**src/rtl/i2c_regpair_target.sv**
```systemverilog
module i2c_regpair_target #(
  parameter logic [6:0] DEV_ADDR = 7'h36,
  parameter int NUM_REGS = 40,
  parameter logic [NUM_REGS-1:0] RO_MASK = 40'h12
) (
  input  logic clk,
  input  logic rst_n,
  input  logic scl_i,
  input  logic sda_i,
  output logic sda_oe
);
  localparam int IW = $clog2(NUM_REGS);
  localparam logic [7:0] TOP_ADDR = 8'(2 * NUM_REGS - 1);

  typedef enum logic [3:0] {
    S_IDLE, S_DEV, S_DEV_ACK, S_MAD, S_MAD_ACK, S_WR, S_WR_ACK, S_RD, S_RD_ACK
  } st_t;

  logic [2:0] scl_q, sda_q;
  st_t        st;
  logic [3:0] cnt;
  logic [7:0] sh, tx, ptr, hold;
  logic       rw, hold_v, nack;
  logic       wr_en;
  logic [IW-1:0] wr_idx;
  logic [15:0]   wr_data;
  logic [15:0]   regs_q [NUM_REGS];
  logic [7:0]    rd_byte;

  wire scl_now  = scl_q[1];
  wire scl_old  = scl_q[2];
  wire sda_now  = sda_q[1];
  wire sda_old  = sda_q[2];
  wire scl_rise = scl_now & ~scl_old;
  wire scl_fall = ~scl_now & scl_old;
  wire start_c  = scl_now & scl_old & sda_old & ~sda_now;
  wire stop_c   = scl_now & scl_old & ~sda_old & sda_now;
  wire in_range = (ptr <= TOP_ADDR);
  wire in_idle  = (st == S_IDLE);
  wire [IW-1:0] rd_idx = ptr[IW:1];
  wire [7:0] ptr_inc = (ptr == 8'hFF) ? ptr : ptr + 8'd1;

  always_comb begin
    if (!in_range) rd_byte = 8'hFF;
    else if (ptr[0]) rd_byte = regs_q[rd_idx][7:0];
    else rd_byte = regs_q[rd_idx][15:8];
  end

  always_ff @(posedge clk or negedge rst_n) begin
    if (!rst_n) begin
      scl_q <= 3'b111;
      sda_q <= 3'b111;
    end else begin
      scl_q <= {scl_q[1:0], scl_i};
      sda_q <= {sda_q[1:0], sda_i};
    end
  end

  always_ff @(posedge clk or negedge rst_n) begin
    if (!rst_n) begin
      st      <= S_IDLE;
      cnt     <= '0;
      sh      <= '0;
      tx      <= '0;
      ptr     <= '0;
      hold    <= '0;
      hold_v  <= 1'b0;
      rw      <= 1'b0;
      nack    <= 1'b0;
      sda_oe  <= 1'b0;
      wr_en   <= 1'b0;
      wr_idx  <= '0;
      wr_data <= '0;
    end else begin
      wr_en <= 1'b0;
      if (start_c) begin
        st     <= S_DEV;
        cnt    <= '0;
        sda_oe <= 1'b0;
        hold_v <= 1'b0;
      end else if (stop_c) begin
        st     <= S_IDLE;
        sda_oe <= 1'b0;
        hold_v <= 1'b0;
      end else begin
        unique case (st)
          S_DEV, S_MAD, S_WR: begin
            if (scl_rise) begin
              sh  <= {sh[6:0], sda_now};
              cnt <= cnt + 4'd1;
            end else if (scl_fall && cnt == 4'd8) begin
              cnt <= '0;
              if (st == S_DEV) begin
                if (sh[7:1] == DEV_ADDR) begin
                  rw     <= sh[0];
                  sda_oe <= 1'b1;
                  st     <= S_DEV_ACK;
                end else begin
                  st <= S_IDLE;
                end
              end else if (st == S_MAD) begin
                ptr    <= sh;
                sda_oe <= 1'b1;
                st     <= S_MAD_ACK;
              end else begin
                sda_oe <= 1'b1;
                st     <= S_WR_ACK;
              end
            end
          end
          S_DEV_ACK: if (scl_fall) begin
            cnt <= '0;
            if (rw) begin
              st     <= S_RD;
              tx     <= rd_byte;
              sda_oe <= ~rd_byte[7];
            end else begin
              st     <= S_MAD;
              sda_oe <= 1'b0;
            end
          end
          S_MAD_ACK: if (scl_fall) begin
            sda_oe <= 1'b0;
            st     <= S_WR;
          end
          S_WR_ACK: if (scl_fall) begin
            sda_oe <= 1'b0;
            st     <= S_WR;
            ptr    <= ptr_inc;
            if (in_range && !ptr[0]) begin
              hold   <= sh;
              hold_v <= 1'b1;
            end else begin
              hold_v <= 1'b0;
              if (in_range && hold_v && !RO_MASK[rd_idx]) begin
                wr_en   <= 1'b1;
                wr_idx  <= rd_idx;
                wr_data <= {hold, sh};
              end
            end
          end
          S_RD: begin
            if (scl_rise) begin
              cnt <= cnt + 4'd1;
            end else if (scl_fall && cnt != 4'd0) begin
              if (cnt == 4'd8) begin
                sda_oe <= 1'b0;
                st     <= S_RD_ACK;
                ptr    <= ptr_inc;
              end else begin
                tx     <= {tx[6:0], 1'b0};
                sda_oe <= ~tx[6];
              end
            end
          end
          S_RD_ACK: begin
            if (scl_rise) begin
              nack <= sda_now;
            end else if (scl_fall) begin
              cnt <= '0;
              if (nack) begin
                st <= S_IDLE;
              end else begin
                st     <= S_RD;
                tx     <= rd_byte;
                sda_oe <= ~rd_byte[7];
              end
            end
          end
          default: ;
        endcase
      end
    end
  end

  always_ff @(posedge clk or negedge rst_n) begin
    if (!rst_n) begin
      for (int i = 0; i < NUM_REGS; i++) regs_q[i] <= '0;
    end else if (wr_en) begin
      regs_q[wr_idx] <= wr_data;
    end
  end
endmodule

```
**config.mk**
```make
export PLATFORM = sky130hd
export DESIGN_NAME = i2c_regpair_target
export DESIGN_NICKNAME = d
export VERILOG_FILES = /design/src/rtl/i2c_regpair_target.sv
export SDC_FILE = /design/constraint.sdc
export NUM_CORES = 1
export LEC_CHECK = 0
export BUFFER_PORTS_ARGS = -buffer_cell sky130_fd_sc_hd__buf_2
export CORE_MARGIN = 2
export CORE_UTILIZATION = 60
export CTS_CLUSTER_DIAMETER = 60
export DETAILED_ROUTE_END_ITERATION = 10
export HOLD_SLACK_MARGIN = 0.05
export PLACE_DENSITY = 0.75
export SYNTH_ARGS = -nofsm -noshare
export SYNTH_HDL_FRONTEND = slang
export SYNTH_SLANG_ARGS = --single-unit
```
**constraint.sdc**
```tcl
create_clock -name clk -period 2.7 [get_ports clk]
set_clock_uncertainty 0.05 [all_clocks]
set_input_delay 0.54 -clock clk [delete_from_list [all_inputs] [get_ports clk]]
set_output_delay 0.54 -clock clk [all_outputs]
set_load 0.02 [all_outputs]
```
==> results by group, run 1 <==
Critical path
  – Worst Setup End Kind: flop
  – Worst Path Max Fanout: 24
  – CP required: 3.13 ns
  – CP startpoint kind: flop
  – Crit path kind: reg2reg
  – Crit path DAT: 3.04 ns
  – Worst Setup SP: ptr[1]
  – Worst R2R Start: ptr[1]
  – Worst R2R Setup Slack: 0.09 ns
  – Reg2Reg Capture Point: tx[2]
  – R2r worst-path depth: 8

Floorplanning
  – Die area: 57430 um^2
  – Core ar.: 54990 um^2
  – Initial Util: 0.6060
  – I/O pin cnt: 5
  – Die X: 239.7 um
  – Die Y: 239.7 um
  – FP Rows: 86

Clock tree
  – Clock Path Buffers: 3
  – Number of setup buffers added after CTS: 0
  – H-tree depth: 3
  – Cts bufs inserted: 76
  – CTS Sinks: 712
  – CTS tree: built
  – CTS Root Cell: clkbuf_16
  – Clock Pin Slew Worst Setup and Hold Paths: 0.06 ns
  – Worst-Skew Late Latency: 0.62 ns

Global route
  – Met1 global-route usage: 0.4342
  – Initial antenna violation count: 0
  – GRT busiest layer: met2
  – Met3 Use GR: 0.04910
  – Largest net degree at the start of global routing: 110
  – Vias in the first global route: 21456
  – Met2 Track Usage GR: 0.4884
  – GRT Overall Usage: 0.3109
  – First-pass GRT wire length: 132900 um
  – Grt ovf: 0

Place
  – GP Congestion: 0.9289
  – Placement Cell Area: 34690 um^2
  – Dpl hpwl: 54830 um
  – Inst Count DP: 3056
  – Port bufs: 4

Worst hold path
  – Worst Hold Class: reg2reg
  – Hold path start: scl_q[0]
  – Hold depth: 0
  – Worst hold endpoint: scl_q[1]

Routing
  – Vias/cell: 6.448
  – Routed len/inst: 27.05 um
  – WL final: 86480 um
  – 1st-iter DRT viols: 1854
  – First drt pass iteration count: 5
  – Routed vias: 20614
  – DRC Markers: 0
  – Antenna viol nets, final: 0

STA
  – Unrepaired setup endpoints after global routing: no
  – Fin. max-slew vios: 0
  – Max-slew headroom: 0.06146
  – Crit path time final: 2.613 ns
  – Fin. Hold Viols: 0
  – Setup violations, final: 0
  – Hold_ws: 0.3084 ns
  – Final TNS setup: 0 ns
  – Final period util: 0.9678
  – FMAX: 382.7 MHz
  – Worst-margin pin slew: 1.408 ns

Synthesis
  – Synth Register Bits: 712
  – Post-Syn Area: 33320 um^2
  – Net Count, Synth: 2352
  – Post-Syn Area per Cell: 14.21 um^2
  – Dominant synthesized flop cell: dfrtp_1
  – Yosys cell types: 66
  – Number of synthesized flops with an enable pin: 0
  – Synth Instances: 2345
  – Synth warn: 0
  – Sequential fraction of the synthesis area: 0.5350
  – Async SR Flop Fraction: 1.000

Cells and area
  – Fraction of layout cells with a size suffix above 1: 0.4391
  – Nets: 2398
  – Final instance area: 37460 um^2
  – Cell Count, Final, Fillers Out: 3197
  – Layout area overhead: 12.43%

Run status
  – Status: completed

Job
  – Max Cap Violations: 0

Power and ir drop
  – P per Cell Area: 810.3 nW/um^2
  – Worst VDD drop: 0.0005795 V
  – Pleak: 18.44 nW
-- power by group --
group          switching (mW)  internal, mW  leakage (nW)  total (mW)
registers               0.503          11.0          9.88        11.5
clock network            4.33          6.73          1.32        11.1
logic                    4.74          3.09          7.25        7.84
-- per-layer routing --
layer / part of all wire / up-vias
met2: 0.47 / 653
met3: 0.053 / 175
met4: 0.042 / 0
met1: 0.43 / 11041
met5: 0 / -
li1: - / 8745
-- repair_timing --
item / in CTS / in global routing
resized for setup: 0 / 6
setup endpoints to repair: 0 / 5
hold buffers: 3 / 0
hold endpoints to repair: 30 / 0
-- through the flow --
step                setup WS, ns  power [mW]  utilization
finish                   0.08689       30.35       0.6813
global route             0.03671       31.45       0.6812
CTS                      0.01977       30.29       0.6799
detailed placement       0.05064       19.23       0.6309
global placement         0.09671       19.19       0.6309
floorplan                 0.5403       16.58            -
-- kinds of logic (layout without fill, tap and decap cells) --
family | count (synthesis) | count (layout) | synth area share
other | 0 | 1 | 0
adder cells (fa/ha/maj) | 3 | 3 | 0.001127
XOR/XNOR | 2 | 2 | 0.0005258
multiplexers | 938 | 938 | 0.3469
AO/OA/AOI/OAI | 182 | 182 | 0.03819
flip-flops | 712 | 712 | 0.5350
AND/OR/NAND/NOR | 300 | 300 | 0.04435
buffers and inverters | 208 | 311 | 0.03398
-- critical path, stage by stage (launching register included) --
cell and delay (ns):
dfrtp_4 0.57, buf_4 0.27, buf_16 0.23, mux2i_1 0.25, a22oi_1 0.12, nand3_1 0.17
nand3_1 0.18, a2111oi_0 0.48, a211oi_1 0.15
-- flip-flops by register name, indices dropped and copies added, names as in the netlist --
register / cells
rw: 1
hold_v: 1
ptr: 8
sda_oe: 1
st: 4
hold: 8
wr_data: 16
nack: 1
cnt: 4
wr_idx: 6
sda_q: 3
scl_q: 3
sh: 8
wr_en: 1
regs_q: 640
tx: 7
-- cell usage in the layout (no fill, tap or decap), types with 48 or more instances in the layout --
master / n
dfrtp_1: 698
buf_4: 135
nand3_1: 61
mux2i_1: 153
mux2_2: 678
mux4_2: 72
clkbuf_16: 80
a22oi_1: 54
nor2_1: 48
nand2_1: 97
-- layout make-up --
| type | instances | area [um^2] |
|---|---|---|
| well taps | 748 | 935.9 |
| diodes | 1 | 2.502 |
| repair buffers | 167 | 1592 |
| fillers | 3738 | 17530 |
| inverters | 9 | 33.78 |
| clock buffers | 106 | 2227 |
| multi-input cells | 1425 | 14390 |
| flip-flops and latches | 712 | 17840 |
| clock inverters | 29 | 437.9 |
-- how the worst max path moves through the flow --
| stage | endpoint | slack, ns | depth (start not counted) |
|---|---|---|---|
| floorplan | wr_data[11] | 0.54 | 8 |
| global placement | sda_oe | 0.1 | 7 |
| detailed placement | sda_oe | 0.05 | 7 |
| CTS | sda_oe | 0.02 | 7 |
| global route | tx[5] | 0.04 | 8 |
| finish | tx[2] | 0.09 | 8 |
-- cells in the mapped netlist, types with 8 or more instances --
cell type,n,share of area
o22ai_1,9,0.0017
nand2b_1,11,0.0021
nor2b_1,13,0.0024
nand4_1,8,0.0015
dfrtp_1,706,0.53
buf_6,10,0.0034
buf_8,10,0.0045
buf_2,44,0.0066
mux2i_1,153,0.046
nor2_1,49,0.0055
clkbuf_1,120,0.014
o21ai_0,22,0.0033
nor3_1,18,0.0027
nand2_1,97,0.011
mux2_2,678,0.23
mux4_1,25,0.020
mux2_1,10,0.0034
mux4_2,72,0.049
nand3_1,61,0.0092
inv_1,9,0.0010
a21oi_1,41,0.0062
a22oi_1,54,0.012
(Power assumes the default switching activity.)
==> run 2, diff against run 1 <==
Settings changed: ABC_AREA from default to 1.
==> run 2 against run 1 <==
Compared with the run above:
- clock-buffer cell count up 6
- sequential share of layout area up 1.8 points
- critical path depth up 9
- non-clock buffer count down 13
- register-to-register slack better by 0.06 ns
- cell count up 45%
- combinational power up 48%
- global-route usage up 3.8 points
- critical path type unchanged
- first-iteration DRC count up 100%
- largest power group is now combinational cells
- wire length up 12%
==> results by group, run 2 <==
Run status
  – Status: completed

Job
  – Max Cap Violations: 0

STA
  – Max-slew headroom: 0.4529
  – Final WS setup: 0.1457 ns
  – Setup violations, final: 0
  – Final period util: 0.9460
  – Unrepaired setup endpoints after global routing: no
  – Worst-margin pin slew: 0.8131 ns
  – Fin. max-slew vios: 0
  – Final TNS setup: 0 ns
  – Crit path time final: 2.554 ns
  – FMAX: 391.5 MHz
  – Fin. Hold Viols: 0

Place
  – Pre-CTS setup slack: 0.2431 ns
  – Placement Cell Area: 33600 um^2
  – Inst Count DP: 4512
  – Dpl hpwl: 60310 um
  – GP Congestion: 1.020
  – Port bufs: 4

Global route
  – Met2 Track Usage GR: 0.5112
  – GRT Overall Usage: 0.3484
  – First-pass GRT wire length: 152200 um
  – Met3 Use GR: 0.07827
  – Initial antenna violation count: 1
  – Largest net degree at the start of global routing: 84
  – Grt ovf: 0
  – GRT busiest layer: met2
  – Vias in the first global route: 26001
  – Met1 global-route usage: 0.5040

Routing
  – WL final: 96720 um
  – 1st-iter DRT viols: 3711
  – Antenna viol nets, final: 0
  – Vias/cell: 6.088
  – Routed len/inst: 20.81 um
  – Routed vias: 28291
  – DRC Markers: 0
  – First drt pass iteration count: 9

Critical path
  – Worst Setup End Kind: flop
  – Cell mode on critical path: nand2_1
  – Worst R2R Start: ptr[1]
  – CP startpoint kind: flop
  – Worst Path Max Fanout: 50
  – Worst Setup SP: ptr[1]
  – R2r worst-path depth: 17
  – CP Depth: 17
  – Crit path kind: reg2reg
  – Crit path DAT: 3.02 ns
  – Delay-heaviest family, CP: simple AND/OR/NAND/NOR gates
  – CP required: 3.16 ns
  – Worst path slowest cell: dfrtp_4
  – Crit-path cells: buf_12, buf_4, nand2_1, nand2_1, nand2_1, nand3_1, nand3_1, nand2_1, inv_1, nand2_1, nand2_1, nand2_1, nand2_1, nand3_1, nand2_1, nand2_1, nand2_1
  – Buf/Inv on CP: 3
  – Crit path largest cell delay: 0.54 ns

Worst hold path
  – Hold depth: 0
  – Worst Hold Class: reg2reg
  – Hold path start: sda_q[0]

Synthesis
  – Sequential fraction of the synthesis area: 0.5442
  – Net Count, Synth: 3992
  – Synth Register Bits: 712
  – Synth Instances: 3985
  – Synth area leader: dfrtp_1
  – Synth warn: 0
  – Area share of the largest cell type after synthesis: 0.5393
  – Dominant synthesized flop cell: dfrtp_1
  – Post-Syn Area per Cell: 8.220 um^2
  – Number of synthesized flops with an enable pin: 0
  – Top cells by count, synth: 1037 x nand2_1, 979 x o21ai_0, 706 x dfrtp_1
  – Post-Syn Area: 32760 um^2
  – Yosys cell types: 45
  – Async SR Flop Fraction: 1.000
  – Top cells by area, synth: dfrtp_1 54%, o21ai_0 15%, nand2_1 12%
  – Most frequent cell after synthesis: nand2_1

Power and ir drop
  – P per Cell Area: 919.0 nW/um^2
  – Switching Share: 0.3808
  – Net Switching: 12.62 mW
  – Clk pwr share: 0.310
  – P_int: 20.53 mW
  – Worst VDD drop: 0.0005154 V
  – Logic pwr share: 0.349
  – Sequential power share: 0.342
  – Pleak: 16.13 nW

Clock tree
  – Clock Pin Slew Worst Setup and Hold Paths: 0.06 ns
  – Clock Path Buffers: 3
  – CTS Sinks: 712
  – Worst-Skew Late Latency: 0.62 ns
  – H-tree depth: 3
  – CTS Root Cell: clkbuf_16
  – CTS tree: built
  – Cts bufs inserted: 74

Cells and area
  – Diodes inserted: 0
  – Final instance area: 36080 um^2
  – Most frequent cells in the layout: 1037 x nand2_1, 979 x o21ai_0, 703 x dfrtp_1
  – Fraction of layout cells with a size suffix above 1: 0.08479
  – Nets: 3902
  – Top flop regs: regs_q x640, wr_data x16
  – Layout area overhead: 10.14%
  – Cell Count, Final, Fillers Out: 4647
  – Fillers: 4398
  – Max reg flops: 640
  – Most common cell after layout, fill and taps aside: nand2_1
  – Largest register by flop count: regs_q

Floorplanning
  – I/O pin cnt: 5
  – Die X: 237.7 um
  – Die area: 56480 um^2
  – Core ar.: 53920 um^2
  – Initial Util: 0.6075
  – Die Y: 237.7 um
  – FP Rows: 85
run 2: cell types whose count changed after synthesis, sizes merged, moves of 21 or more:
cell / previous run / this run
a22oi: 54 / 0
nor2: 49 / 353
o211ai: 4 / 61
nand3: 61 / 82
o21ai: 22 / 1019
nand2: 98 / 1039
mux4: 97 / 0
mux2: 688 / 0
inv: 9 / 188
buf: 79 / 129
a21oi: 41 / 92
clkbuf: 120 / 191
mux2i: 153 / 0
o22ai: 9 / 39
run 2: what timing repair did:
item                                   4_1_cts  5_1_grt
hold buffers                                 3        0
endpoints found under the hold margin       30        0
setup buffers                                0        0
setup endpoints to repair                    0        1
resized for setup                            0        2
run 2: per-stage QoR:
stage	hold WS (ns)	util	power, mW
6_report	0.3086	0.6691	33.15
5_1_grt	0.3124	0.6691	34.63
4_1_cts	0.3116	0.6690	32.85
3_5_place_dp	0.2997	0.6232	22.60
3_3_place_gp	0.2958	0.6232	22.53
2_1_floorplan	0.1944	-	18.90
run 2: final timing paths:
check,end,slack (ns)
min in group asynchronous,regs_q[484],0.40
max in group asynchronous,regs_q[521],1.28
min,sda_q[1],0.31
max,sda_oe,0.15
max reg2reg,sda_oe,0.15
min reg2reg,sda_q[1],0.31
run 2: worst register-to-register path: cells and delay by family, from the launching register on:
| family | cells | cell delay [ns] |
|---|---|---|
| buffers and inverters | 3 | 0.73 |
| DFF | 1 | 0.54 |
| and+or+nand+nor | 14 | 1.12 |
run 2: cell families after synthesis:
logic type / synth area share
XOR/XNOR: 0.001337
AND/OR/NAND/NOR: 0.1822
adder cells (fa/ha/maj): 0.001146
AO/OA/AOI/OAI: 0.2013
buffers and inverters: 0.06990
flip-flops: 0.5442
run 2: area by class of cell:
type,instances,area (um^2),share of cell area
Clock buffer,112,2248,0.06232
Inverter,189,716.9,0.01987
Tap cell,696,870.8,0.02414
Multi-Input combinational cell,2764,12660,0.3509
Timing Repair Buffer,154,1559,0.04321
Clock inverter,20,191.4,0.005306
Sequential cell,712,17830,0.4943
run 2: power by group through the flow:
| stage | logic, mW | clock network, mW | registers, mW |
|---|---|---|---|
| after CTS | 11.2 | 10.3 | 11.3 |
| after detailed placement | 11.1 | 0 | 11.5 |
| after global routing | 12.5 | 10.8 | 11.3 |
| after global placement | 11.0 | 0 | 11.5 |
| after floorplan | 7.59 | 0 | 11.3 |
| final | 11.6 | 10.3 | 11.3 |
run 2: layer usage:
metal  share of wire  up-vias
li1                -    12959
met1            0.42    13652
met2            0.44     1447
met3            0.10      233
met4           0.044        0
met5               0        -
